[src/rtl/xbus_pkg.sv]
package xbus_pkg;
   typedef enum logic [2:0] {
      ST_IDLE,
      ST_ALE,
      ST_AHOLD,
      ST_STRB,
      ST_WHOLD
   } xbus_st_e;

   // cfg_mode[1] = narrow (8-bit path), cfg_mode[0] = shared address/data
   typedef struct packed {
      logic narrow;
      logic mux;
   } xbus_mode_t;
endpackage

[src/rtl/xbus_rdy_sync.sv]
module xbus_rdy_sync #(
   parameter int STAGES = 2
) (
   input  logic clk,
   input  logic rst_n,
   input  logic din,
   output logic dout
);
   generate
      if (STAGES < 2) begin : g_bad_stages
         $error("xbus_rdy_sync: STAGES must be at least 2");
      end
   endgenerate

   logic [STAGES-1:0] chain_q;

   always_ff @(posedge clk or negedge rst_n) begin
      if (!rst_n) chain_q <= '0;
      else        chain_q <= {chain_q[STAGES-2:0], din};
   end

   assign dout = chain_q[STAGES-1];
endmodule

[src/rtl/xbus_addr_map.sv]
module xbus_addr_map #(
   parameter int LOW_AW  = 16,
   parameter int SEG_MAX = 8,
   parameter int SEG_ACT = 7,
   localparam int ADDR_W = LOW_AW + SEG_MAX
) (
   input  logic [ADDR_W-1:0]  addr,
   input  logic               narrow,
   input  logic               byte_sel,
   output logic [LOW_AW-1:0]  low,
   output logic [SEG_MAX-1:0] seg
);
   generate
      if (SEG_ACT > SEG_MAX) begin : g_bad_seg
         $error("xbus_addr_map: SEG_ACT exceeds SEG_MAX");
      end
   endgenerate

   logic unused_addr;
   assign unused_addr = ^addr;

   // bit 0 comes from the byte index on a narrow path, else word aligned
   assign low = {addr[LOW_AW-1:1], narrow & byte_sel};

   generate
      for (genvar i = 0; i < SEG_MAX; i++) begin : g_seg
         if (i < SEG_ACT) begin : g_live
            assign seg[i] = addr[LOW_AW+i];
         end else begin : g_off
            assign seg[i] = 1'b0;
         end
      end
   endgenerate
endmodule

[src/rtl/xbus_seq.sv]
module xbus_seq
   import xbus_pkg::*;
#(
   parameter int ADDR_W = 24,
   parameter int DATA_W = 16,
   parameter int WAIT_W = 4,
   localparam int HALF  = DATA_W / 2
) (
   input  logic              clk,
   input  logic              rst_n,
   input  logic              req_valid,
   input  logic [ADDR_W-1:0] req_addr,
   input  logic [DATA_W-1:0] req_wdata,
   input  logic              req_write,
   input  logic [1:0]        cfg_mode,
   input  logic [WAIT_W-1:0] cfg_wait,
   input  logic              cfg_rdy_en,
   input  logic              cfg_rdy_pol,
   input  logic              rdy_s,
   input  logic [DATA_W-1:0] bus_din,
   output xbus_st_e          st,
   output logic              byte_sel,
   output logic [ADDR_W-1:0] cur_addr,
   output logic [DATA_W-1:0] cur_wdata,
   output logic              cur_write,
   output xbus_mode_t        cur_mode,
   output logic [DATA_W-1:0] rdata,
   output logic              done
);
   logic [WAIT_W-1:0] wait_q;
   logic [WAIT_W-1:0] cnt_q;
   logic              rdy_en_q;
   logic              rdy_pol_q;
   logic              rdy_ok;
   logic              last_cycle;

   assign rdy_ok     = !rdy_en_q || (rdy_s == rdy_pol_q);
   assign last_cycle = !(cur_mode.narrow && !byte_sel);

   always_ff @(posedge clk or negedge rst_n) begin
      if (!rst_n) begin
         st        <= ST_IDLE;
         byte_sel  <= 1'b0;
         cur_addr  <= '0;
         cur_wdata <= '0;
         cur_write <= 1'b0;
         cur_mode  <= '0;
         wait_q    <= '0;
         cnt_q     <= '0;
         rdy_en_q  <= 1'b0;
         rdy_pol_q <= 1'b0;
         rdata     <= '0;
         done      <= 1'b0;
      end else begin
         done <= 1'b0;
         case (st)
            ST_IDLE: begin
               if (req_valid) begin
                  cur_addr  <= req_addr;
                  cur_wdata <= req_wdata;
                  cur_write <= req_write;
                  cur_mode  <= xbus_mode_t'(cfg_mode);
                  wait_q    <= cfg_wait;
                  rdy_en_q  <= cfg_rdy_en;
                  rdy_pol_q <= cfg_rdy_pol;
                  byte_sel  <= 1'b0;
                  st        <= ST_ALE;
               end
            end
            ST_ALE: begin
               if (cur_mode.mux) begin
                  st <= ST_AHOLD;
               end else begin
                  st    <= ST_STRB;
                  cnt_q <= wait_q;
               end
            end
            ST_AHOLD: begin
               st    <= ST_STRB;
               cnt_q <= wait_q;
            end
            ST_STRB: begin
               if (cnt_q != '0) begin
                  cnt_q <= cnt_q - 1'b1;
               end else if (rdy_ok) begin
                  if (cur_write) begin
                     st <= ST_WHOLD;
                  end else begin
                     if (!cur_mode.narrow)  rdata             <= bus_din;
                     else if (byte_sel)     rdata[DATA_W-1:HALF] <= bus_din[HALF-1:0];
                     else                   rdata[HALF-1:0]   <= bus_din[HALF-1:0];
                     if (last_cycle) begin
                        st   <= ST_IDLE;
                        done <= 1'b1;
                     end else begin
                        byte_sel <= 1'b1;
                        st       <= ST_ALE;
                     end
                  end
               end
            end
            ST_WHOLD: begin
               if (last_cycle) begin
                  st   <= ST_IDLE;
                  done <= 1'b1;
               end else begin
                  byte_sel <= 1'b1;
                  st       <= ST_ALE;
               end
            end
            default: st <= ST_IDLE;
         endcase
      end
   end
endmodule

[src/rtl/xbus_pad_drv.sv]
module xbus_pad_drv
   import xbus_pkg::*;
#(
   parameter int LOW_AW  = 16,
   parameter int SEG_MAX = 8,
   parameter int DATA_W  = 16,
   localparam int HALF   = DATA_W / 2
) (
   input  xbus_st_e           st,
   input  xbus_mode_t         mode,
   input  logic               write,
   input  logic               byte_sel,
   input  logic [LOW_AW-1:0]  low,
   input  logic [SEG_MAX-1:0] seg,
   input  logic [DATA_W-1:0]  wdata,
   output logic               busy,
   output logic [LOW_AW-1:0]  bus_a,
   output logic [SEG_MAX-1:0] bus_seg,
   output logic [DATA_W-1:0]  xad_out,
   output logic               xad_oe,
   output logic               ale,
   output logic               rd_n,
   output logic               wr_n
);
   logic              active;
   logic              addr_ph;
   logic              drv_data;
   logic [DATA_W-1:0] wlane;

   assign active   = (st != ST_IDLE);
   assign addr_ph  = mode.mux && (st == ST_ALE || st == ST_AHOLD);
   assign drv_data = write && (st == ST_STRB || st == ST_WHOLD);

   assign wlane = mode.narrow
                ? {{HALF{1'b0}}, (byte_sel ? wdata[DATA_W-1:HALF] : wdata[HALF-1:0])}
                : wdata;

   assign busy    = active;
   assign ale     = mode.mux && (st == ST_ALE);
   assign rd_n    = !(st == ST_STRB && !write);
   assign wr_n    = !(st == ST_STRB && write);
   assign bus_seg = active ? seg : '0;
   assign bus_a   = (active && !mode.mux) ? low : '0;
   assign xad_oe  = addr_ph || drv_data;

   always_comb begin
      if (addr_ph)       xad_out = low;
      else if (drv_data) xad_out = wlane;
      else               xad_out = '0;
   end
endmodule

[src/rtl/xbus_engine.sv]
module xbus_engine
   import xbus_pkg::*;
#(
   parameter int LOW_AW      = 16,
   parameter int SEG_MAX     = 8,
   parameter int SEG_ACT     = 7,
   parameter int DATA_W      = 16,
   parameter int WAIT_W      = 4,
   parameter int SYNC_STAGES = 2
) (
   input  logic                      clk,
   input  logic                      rst_n,
   input  logic                      req_valid,
   input  logic [LOW_AW+SEG_MAX-1:0] req_addr,
   input  logic [DATA_W-1:0]         req_wdata,
   input  logic                      req_write,
   input  logic [1:0]                cfg_mode,
   input  logic [WAIT_W-1:0]         cfg_wait,
   input  logic                      cfg_rdy_en,
   input  logic                      cfg_rdy_pol,
   output logic                      busy,
   output logic [DATA_W-1:0]         rsp_data,
   output logic                      rsp_done,
   output logic [LOW_AW-1:0]         bus_a,
   output logic [SEG_MAX-1:0]        bus_seg,
   output logic [DATA_W-1:0]         xad_out,
   input  logic [DATA_W-1:0]         xad_in,
   output logic                      xad_oe,
   output logic                      ale,
   output logic                      rd_n,
   output logic                      wr_n,
   input  logic                      bus_rdy
);
   localparam int ADDR_W = LOW_AW + SEG_MAX;

   generate
      if (LOW_AW != DATA_W) begin : g_bad_share
         $error("xbus_engine: shared lines need LOW_AW == DATA_W");
      end
      if (DATA_W % 2 != 0) begin : g_bad_data
         $error("xbus_engine: DATA_W must be even");
      end
   endgenerate

   logic              rdy_s;
   xbus_st_e          st;
   xbus_mode_t        cur_mode;
   logic              byte_sel;
   logic              cur_write;
   logic [ADDR_W-1:0] cur_addr;
   logic [DATA_W-1:0] cur_wdata;
   logic [LOW_AW-1:0] low_addr;
   logic [SEG_MAX-1:0] seg_addr;

   xbus_rdy_sync #(.STAGES(SYNC_STAGES)) u_sync (
      .clk  (clk),
      .rst_n(rst_n),
      .din  (bus_rdy),
      .dout (rdy_s)
   );

   xbus_seq #(.ADDR_W(ADDR_W), .DATA_W(DATA_W), .WAIT_W(WAIT_W)) u_seq (
      .clk        (clk),
      .rst_n      (rst_n),
      .req_valid  (req_valid),
      .req_addr   (req_addr),
      .req_wdata  (req_wdata),
      .req_write  (req_write),
      .cfg_mode   (cfg_mode),
      .cfg_wait   (cfg_wait),
      .cfg_rdy_en (cfg_rdy_en),
      .cfg_rdy_pol(cfg_rdy_pol),
      .rdy_s      (rdy_s),
      .bus_din    (xad_in),
      .st         (st),
      .byte_sel   (byte_sel),
      .cur_addr   (cur_addr),
      .cur_wdata  (cur_wdata),
      .cur_write  (cur_write),
      .cur_mode   (cur_mode),
      .rdata      (rsp_data),
      .done       (rsp_done)
   );

   xbus_addr_map #(.LOW_AW(LOW_AW), .SEG_MAX(SEG_MAX), .SEG_ACT(SEG_ACT)) u_map (
      .addr    (cur_addr),
      .narrow  (cur_mode.narrow),
      .byte_sel(byte_sel),
      .low     (low_addr),
      .seg     (seg_addr)
   );

   xbus_pad_drv #(.LOW_AW(LOW_AW), .SEG_MAX(SEG_MAX), .DATA_W(DATA_W)) u_pad (
      .st      (st),
      .mode    (cur_mode),
      .write   (cur_write),
      .byte_sel(byte_sel),
      .low     (low_addr),
      .seg     (seg_addr),
      .wdata   (cur_wdata),
      .busy    (busy),
      .bus_a   (bus_a),
      .bus_seg (bus_seg),
      .xad_out (xad_out),
      .xad_oe  (xad_oe),
      .ale     (ale),
      .rd_n    (rd_n),
      .wr_n    (wr_n)
   );
endmodule

[config.mk]
export PLATFORM = sky130hd
export DESIGN_NAME = xbus_engine
export DESIGN_NICKNAME = d
export VERILOG_FILES = /design/src/rtl/xbus_pkg.sv /design/src/rtl/xbus_rdy_sync.sv /design/src/rtl/xbus_addr_map.sv /design/src/rtl/xbus_seq.sv /design/src/rtl/xbus_pad_drv.sv /design/src/rtl/xbus_engine.sv
export SDC_FILE = /design/constraint.sdc
export NUM_CORES = 1
export LEC_CHECK = 0
export BUFFER_PORTS_ARGS = -buffer_cell sky130_fd_sc_hd__buf_2
export CAP_MARGIN = 30
export CORE_MARGIN = 2
export CORE_UTILIZATION = 51
export CTS_CLUSTER_SIZE = 30
export DETAILED_ROUTE_END_ITERATION = 10
export PLACE_DENSITY = 0.77
export SLEW_MARGIN = 25
export SYNTH_ARGS = -nofsm -noshare
export SYNTH_HDL_FRONTEND = slang
export SYNTH_HIERARCHICAL = 1
export SYNTH_SLANG_ARGS = --single-unit
export TNS_END_PERCENT = 10
[constraint.sdc]
create_clock -name clk -period 2.7 [get_ports clk]
set_input_delay 0.405 -clock clk [delete_from_list [all_inputs] [get_ports clk]]
set_output_delay 0.405 -clock clk [all_outputs]
set_load 0.05 [all_outputs]
==> results of run 1 <==
registers in the layout, indices dropped and copies added, names as in the netlist:
name             flops
u_sync/chain_q       2
u_seq/done           1
u_seq/st             3
u_seq/rdy_pol_q      1
u_seq/cur_write      1
u_seq/rdata         16
u_seq/wait_q         4
u_seq/cnt_q          4
u_seq/cur_mode       2
u_seq/cur_wdata     16
u_seq/byte_sel       1
u_seq/cur_addr      22
u_seq/rdy_en_q       1
worst register-to-register path: stages (launching register included):
cell and delay (ns):
sky130_fd_sc_hd__dfrtp_1 0.38, sky130_fd_sc_hd__inv_1 0.13, sky130_fd_sc_hd__ha_1 0.17, sky130_fd_sc_hd__or3b_4 0.41, sky130_fd_sc_hd__a211oi_2 0.25, sky130_fd_sc_hd__a21boi_4 0.40
sky130_fd_sc_hd__mux2_2 0.38
through the flow:
stage | std cells | setup TNS (ns)
after global placement | 551 | 0
after detailed placement | 551 | 0
final | 569 | 0
after floorplan | 353 | -0.291
after global routing | 569 | 0
after CTS | 567 | 0
metal layers:
metal,global-route usage (%),vias to the layer above
met4,8.08,0
met1,27.8,1450
met5,0,-
met2,36.9,104
met3,5.39,17
li1,-,1445
cell usage in the layout (no fill, tap or decap), drive strengths merged, types with 13 or more instances in the layout:
cell type,instances
nand3,17
o21ai,13
mux2,55
a21oi,19
and2,17
dfrtp,74
buf,140
nor2b,20
nor2,15
nand2,14
worst paths after layout:
kind                       slack, ns  cells past startpoint                              to
hold reg to reg                 0.35                      0     u_sync/chain_q[1]$_DFF_PN0_
setup reg to reg                0.47                      6      u_seq/rdata[3]$_DFFE_PN0P_
hold / removal                  0.18                      1     u_sync/chain_q[0]$_DFF_PN0_
setup / recovery                0.23                      5                      xad_out[1]
max in group asynchronous       1.62                      3         u_seq/st[1]$_DFFE_PN0P_
min in group asynchronous       0.53                      2  u_seq/cur_wdata[0]$_DFFE_PN0P_
area by class of cell:
cell class / instances / area share (%)
Timing Repair Buffer: 141 / 16.2
Multi-Input combinational cell: 231 / 37.7
Tap cell: 99 / 2.61
Clock inverter: 6 / 0.898
Clock buffer: 10 / 2.90
Inverter: 8 / 0.634
Sequential cell: 74 / 39.1
what timing repair did:
action / CTS / global route
hold endpoints to repair: 0 / 13
hold buffers: 0 / 1
gates resized for setup: 0 / 1
setup buffers: 0 / 0
setup endpoints to repair: 0 / 3
==> summary.md, run 1 <==
| Metric | Value |
|---|---|
| Met2 routed wirelength | between 4000 and 5000 um |
| Worst-Margin Slew | roughly 0.93 ns |
| Area occupied by multi-input gates | 1790 um2 |
| Overall via count from detail_route | slightly above 3000 |
| Ordered cell list for the critical path | and4bb_2, a211oi_4, buf_4, a311oi_1, buf_2 |
| Met1 wire length | between 3000 and 4000 um |
| Dpl cell area | around 4500 um2 |
| Detail Route Antenna Nets | 0 |
| Overall die width | between 90 and 100 um |
| Stage delay of the slowest cell on the critical path | approximately 0.53 ns |
| Family with the most delay on the worst path | flip-flops |
| Slowest cell on the critical path | sky130_fd_sc_hd__dfrtp_2 |
| Number of sinks on the clock net | 74 |
| Final Skew | around 0.0096 ns |
| Shortest clock period the worst path allows after layout | 2.47 ns |
| Die Y-Extent | between 90 and 100 um |
| Growth of design area from synthesis to finish | 21.2% |
| Final layout net count | around 540 |
| Share of post-route cells with drive strength above 1 | a little under half |
| Worst Setup Start Kind | register |
| Number of fillers in the final layout | around 600 |
| Placed wire-length estimate after detailed placement | about 6300 um |
| Instance count of the mapped netlist | ~350 |
| Area of all sequential standard cells | between 1500 and 2000 um2 |
| Routed wl met3 | ~570 um |
| Post-placement worst setup slack | approximately 0.47 ns |
| Boundary pin count | between 100 and 150 |
| Routability congestion estimate from global placement | between 0.8 and 0.9 |
| Worst setup EP type | output port |
| Initial core utilization | 53.4% |
| Final hold viol count | 0 |
| DRC | 0 |
| Number of buffers and inverters on the critical path | 2 |
| Post-Syn Area | between 3000 and 4000 um2 |
| Root buffer selected by CTS | sky130_fd_sc_hd__clkbuf_8 |
| Final setup violating endpoints | 0 |
| Total Wirelength | 8740 um |
| Number of buffers added by the clock tree synthesis step | 9 |
| Status | complete, no violations |
| Routed wire per std cell | between 15 and 20 um |
| Final Max Tran Viols | 0 |
| GRT Total Usage | 22.1% |
| Clock latency on the worst-skew pair | about 0.34 ns |
| Worst setup path start | u_seq/st[0]$_DFFE_PN0P_ |
| Final period util | roughly nine tenths |
| Max FO, Critical Path | 17 |
| Core footprint | between 7000 and 8000 um2 |
| Global-route wire length before repair | 14700 um |
| Fin Hold WS | around 0.18 ns |
| Initial DRC Count | approximately 100 |
| Clk pin slew, worst setup/hold paths | 0.08 ns |
| Std cell rows | 31 |
| Worst slew slack as a fraction of its limit | roughly two fifths |
| Worst Path Class, Setup | register to output port |
| Worst setup margin | about 0.23 ns |
| Total number of H-tree levels | 3 |
| Input/output buffers | roughly 130 |
| F_max | 405 MHz |
| GRT overflow | 0 |
| Hold WC Path Type | input port to register |
| Post-DR vias/cell | about 5.3 |
| Number of antenna diodes | 0 |
| Maximum clock path buffer count | 2 |
| Avg Synthesized Cell Area | ~11 um2 |
| 1st-pass router iterations | 4 |
| Via count of the first global-routing pass | around 3100 |
| Die area | between 8000 and 9000 um2 |
| TritonCTS clock tree | built |
| CP Data Arrival Time | around 2.1 ns |
| Top Metal Used | met4 |
| Final core area utilization | ~65% |
| Post-Synthesis Net Count | about 420 |
| Reg-to-Reg Start | u_seq/cnt_q[0]$_DFFE_PN0P_ |
| Initial antenna violation count | 0 |
| Fin area | between 4000 and 5000 um2 |
| Maximum number of pins on one net before global-route repair | 75 |
| Required time at the worst-slack endpoint | around 2.3 ns |
| Yosys warns | 6 |
| Count of maximum capacitance violations | 0 |
| Hold path startpoint | bus_rdy |
| RSZ-0062 raised after global routing | no |
Power of run 1 is left out: the tool's default activity adds up to more than one toggle a clock period on the data nets, which glitch-free logic cannot reach.
==> run 2, diff against run 1 <==
- CORE_ASPECT_RATIO: unset -> 0.9
==> summary.md, run 2 (same netlist as run 1, synthesis figures left out) <==
| Metric | Value |
|---|---|
| Status | complete, no violations (unchanged) |
| Fin area | 4780 um2 (was 4740 um2) |
| Post CTS Setup Buffer Count | 0 (unchanged) |
| Via count of the first global-routing pass | 2923 (was 3067) |
| Worst slew slack as a fraction of its limit | 37.4% (was 38.2%) |
| Final hold viol count | 0 (unchanged) |
| Clk pin slew, worst setup/hold paths | 0.08 ns (about the same) |
| Dpl cell area | 4530 um2 (was 4520 um2) |
| Worst Setup Start Kind | register (unchanged) |
| DRC | 0 (unchanged) |
| Count of maximum capacitance violations | 0 (unchanged) |
| Most flop-heavy register | u_seq/cur_addr (unchanged) |
| Maximum number of pins on one net before global-route repair | 75 (unchanged) |
| Final Max Tran Viols | 0 (unchanged) |
| Growth of design area from synthesis to finish | 22.2% (was 21.2%) |
| Number of antenna diodes | 0 (unchanged) |
| GRT overflow | 0 (unchanged) |
| Root buffer selected by CTS | sky130_fd_sc_hd__clkbuf_8 (unchanged) |
| Total number of H-tree levels | 3 (unchanged) |
| Input/output buffers | 127 (unchanged) |
| Registers with the highest flip-flop counts | u_seq/cur_addr: 22 flops, u_seq/cur_wdata: 16 flops, u_seq/rdata: 16 flops (unchanged) |
| Reg2Reg Depth | 6 (unchanged) |
| TritonCTS clock tree | built (unchanged) |
| Initial DRC Count | 114 (was 102) |
| Top library cells by usage in the layout, fill and taps aside | 126 x sky130_fd_sc_hd__buf_2, 74 x sky130_fd_sc_hd__dfrtp_1, 55 x sky130_fd_sc_hd__mux2_2 (was 126 x sky130_fd_sc_hd__buf_2, 73 x sky130_fd_sc_hd__dfrtp_1, 55 x sky130_fd_sc_hd__mux2_2) |
| Global-route wire length before repair | 14100 um (was 14700 um) |
| Std cell rows | 30 (was 31) |
| Detail Route Antenna Nets | 0 (unchanged) |
| Initial antenna violation count | 0 (unchanged) |
| Post-cts sizing count | 0 (unchanged) |
| Core footprint | 7510 um2 (was 7330 um2) |
| Post-DR vias/cell | 5.38 (was 5.30) |
| Number of buffers added by the clock tree synthesis step | 9 (unchanged) |
| Initial core utilization | 52.1% (was 53.4%) |
| Number of sinks on the clock net | 74 (unchanged) |
| Boundary pin count | 131 (unchanged) |
| Hold WC Path Type | input port to asynchronous set/reset pin (was input port to register) |
| Final layout net count | 538 (was 536) |
| Final setup violating endpoints | 0 (unchanged) |
| F_max | 387 MHz (was 405 MHz) |
| Placed wire-length estimate after detailed placement | 6240 um (was 6260 um) |
| Clock latency on the worst-skew pair | 0.35 ns (was 0.34 ns) |
| RSZ-0062 raised after global routing | no (unchanged) |
| Max FO, Critical Path | 16 (was 17) |
| Maximum clock path buffer count | 2 (unchanged) |
| Post-CTS Hold Buffers | 0 (unchanged) |
| Share of post-route cells with drive strength above 1 | 47.9% (about the same) |
| Required time at the worst-slack endpoint | 2.30 ns (about the same) |
| Worst setup EP type | output port (unchanged) |
| Final period util | 95.6% (was 91.5%) |
| 1st-pass router iterations | 4 (unchanged) |
| Worst Path Class, Setup | register to output port (unchanged) |
| Final Skew | 0.0103 ns (was 0.00958 ns) |
| Worst-Margin Slew | 0.937 ns (was 0.925 ns) |
| Die area | 8390 um2 (about the same) |
| Shortest clock period the worst path allows after layout | 2.58 ns (was 2.47 ns) |
| CP Data Arrival Time | 2.18 ns (was 2.07 ns) |
| Leading cell type in the layout, fill and taps excluded | sky130_fd_sc_hd__buf_2 (unchanged) |
| Routed wire per std cell | 15.4 um (about the same) |
| Overall via count from detail_route | 3056 (was 3016) |
| Overall die width | 96.3 um (was 91.6 um) |
| Total Wirelength | 8740 um (about the same) |
| Die Y-Extent | 87.1 um (was 91.6 um) |
| Largest register FFs | 22 (unchanged) |
| Routability congestion estimate from global placement | 0.799 (was 0.854) |
| GRT Total Usage | 22.0% (was 22.1%) |
-- run 2: cell count changes in the layout (fill, tap and decap cells not counted), sizes merged --
| cell | change |
|---|---|
| inv | +1 |
| clkinvlp | -2 |
| dlygate4sd3 | -1 |
| bufinv | +2 |
| buf | +3 |
| clkinv | -2 |
| clkbuf | +1 |
-- run 2: per-layer routing --
layer | up-vias | share of wire [%] | global-route usage [%]
met5 | - | 0 | 0
met4 | 0 | 1.4 | 8.07
met3 | 10 | 7.5 | 5.19
met2 | 118 | 48 | 35.6
met1 | 1476 | 43 | 28.9
li1 | 1452 | - | -
-- run 2: final timing paths --
| check | from | to | slack, ns |
|---|---|---|---|
| max | u_seq/st[1]$_DFFE_PN0P_ | xad_out[1] | 0.12 |
| min | rst_n | u_seq/cur_wdata[6]$_DFFE_PN0P_ | 0.06 |
| max reg2reg | u_seq/cnt_q[0]$_DFFE_PN0P_ | u_seq/rdata[5]$_DFFE_PN0P_ | 0.49 |
| min reg2reg | u_sync/chain_q[0]$_DFF_PN0_ | u_sync/chain_q[1]$_DFF_PN0_ | 0.35 |
| max in group asynchronous | rst_n | u_seq/wait_q[3]$_DFFE_PN0P_ | 2.18 |
| min in group clk | bus_rdy | u_sync/chain_q[0]$_DFF_PN0_ | 0.16 |
-- run 2: worst max-delay path: stages (launching register included) --
cell and delay (ns):
sky130_fd_sc_hd__dfrtp_1 0.51, sky130_fd_sc_hd__buf_4 0.25, sky130_fd_sc_hd__xnor2_2 0.12, sky130_fd_sc_hd__buf_4 0.21
sky130_fd_sc_hd__nor3_1 0.06, sky130_fd_sc_hd__a311oi_1 0.34, sky130_fd_sc_hd__buf_2 0.33
-- run 2: layout make-up --
cell class | count | area, um2
inverters | 8 | 30.0
well taps | 96 | 120
multi-input cells | 231 | 1790
flip-flops and latches | 74 | 1850
clock inverters | 5 | 86.3
repair buffers | 143 | 762
fillers | 616 | 2730
clock buffers | 11 | 141
-- run 2: per-stage QoR --
stage / instances / util, % / TNS, ns / hold WS, ns / setup WS [ns]
after CTS: 566 / 63.4 / 0 / 0.149 / 0.0218
after detailed placement: 550 / 60.4 / 0 / 0.337 / 0.408
after floorplan: 353 / - / -0.291 / 0.109 / -0.113
final: 568 / 63.7 / 0 / 0.0629 / 0.118
after global placement: 550 / 60.4 / 0 / 0.333 / 0.457
after global routing: 568 / 63.7 / 0 / 0.109 / 0.0399
Power of run 2 is left out for the same reason.
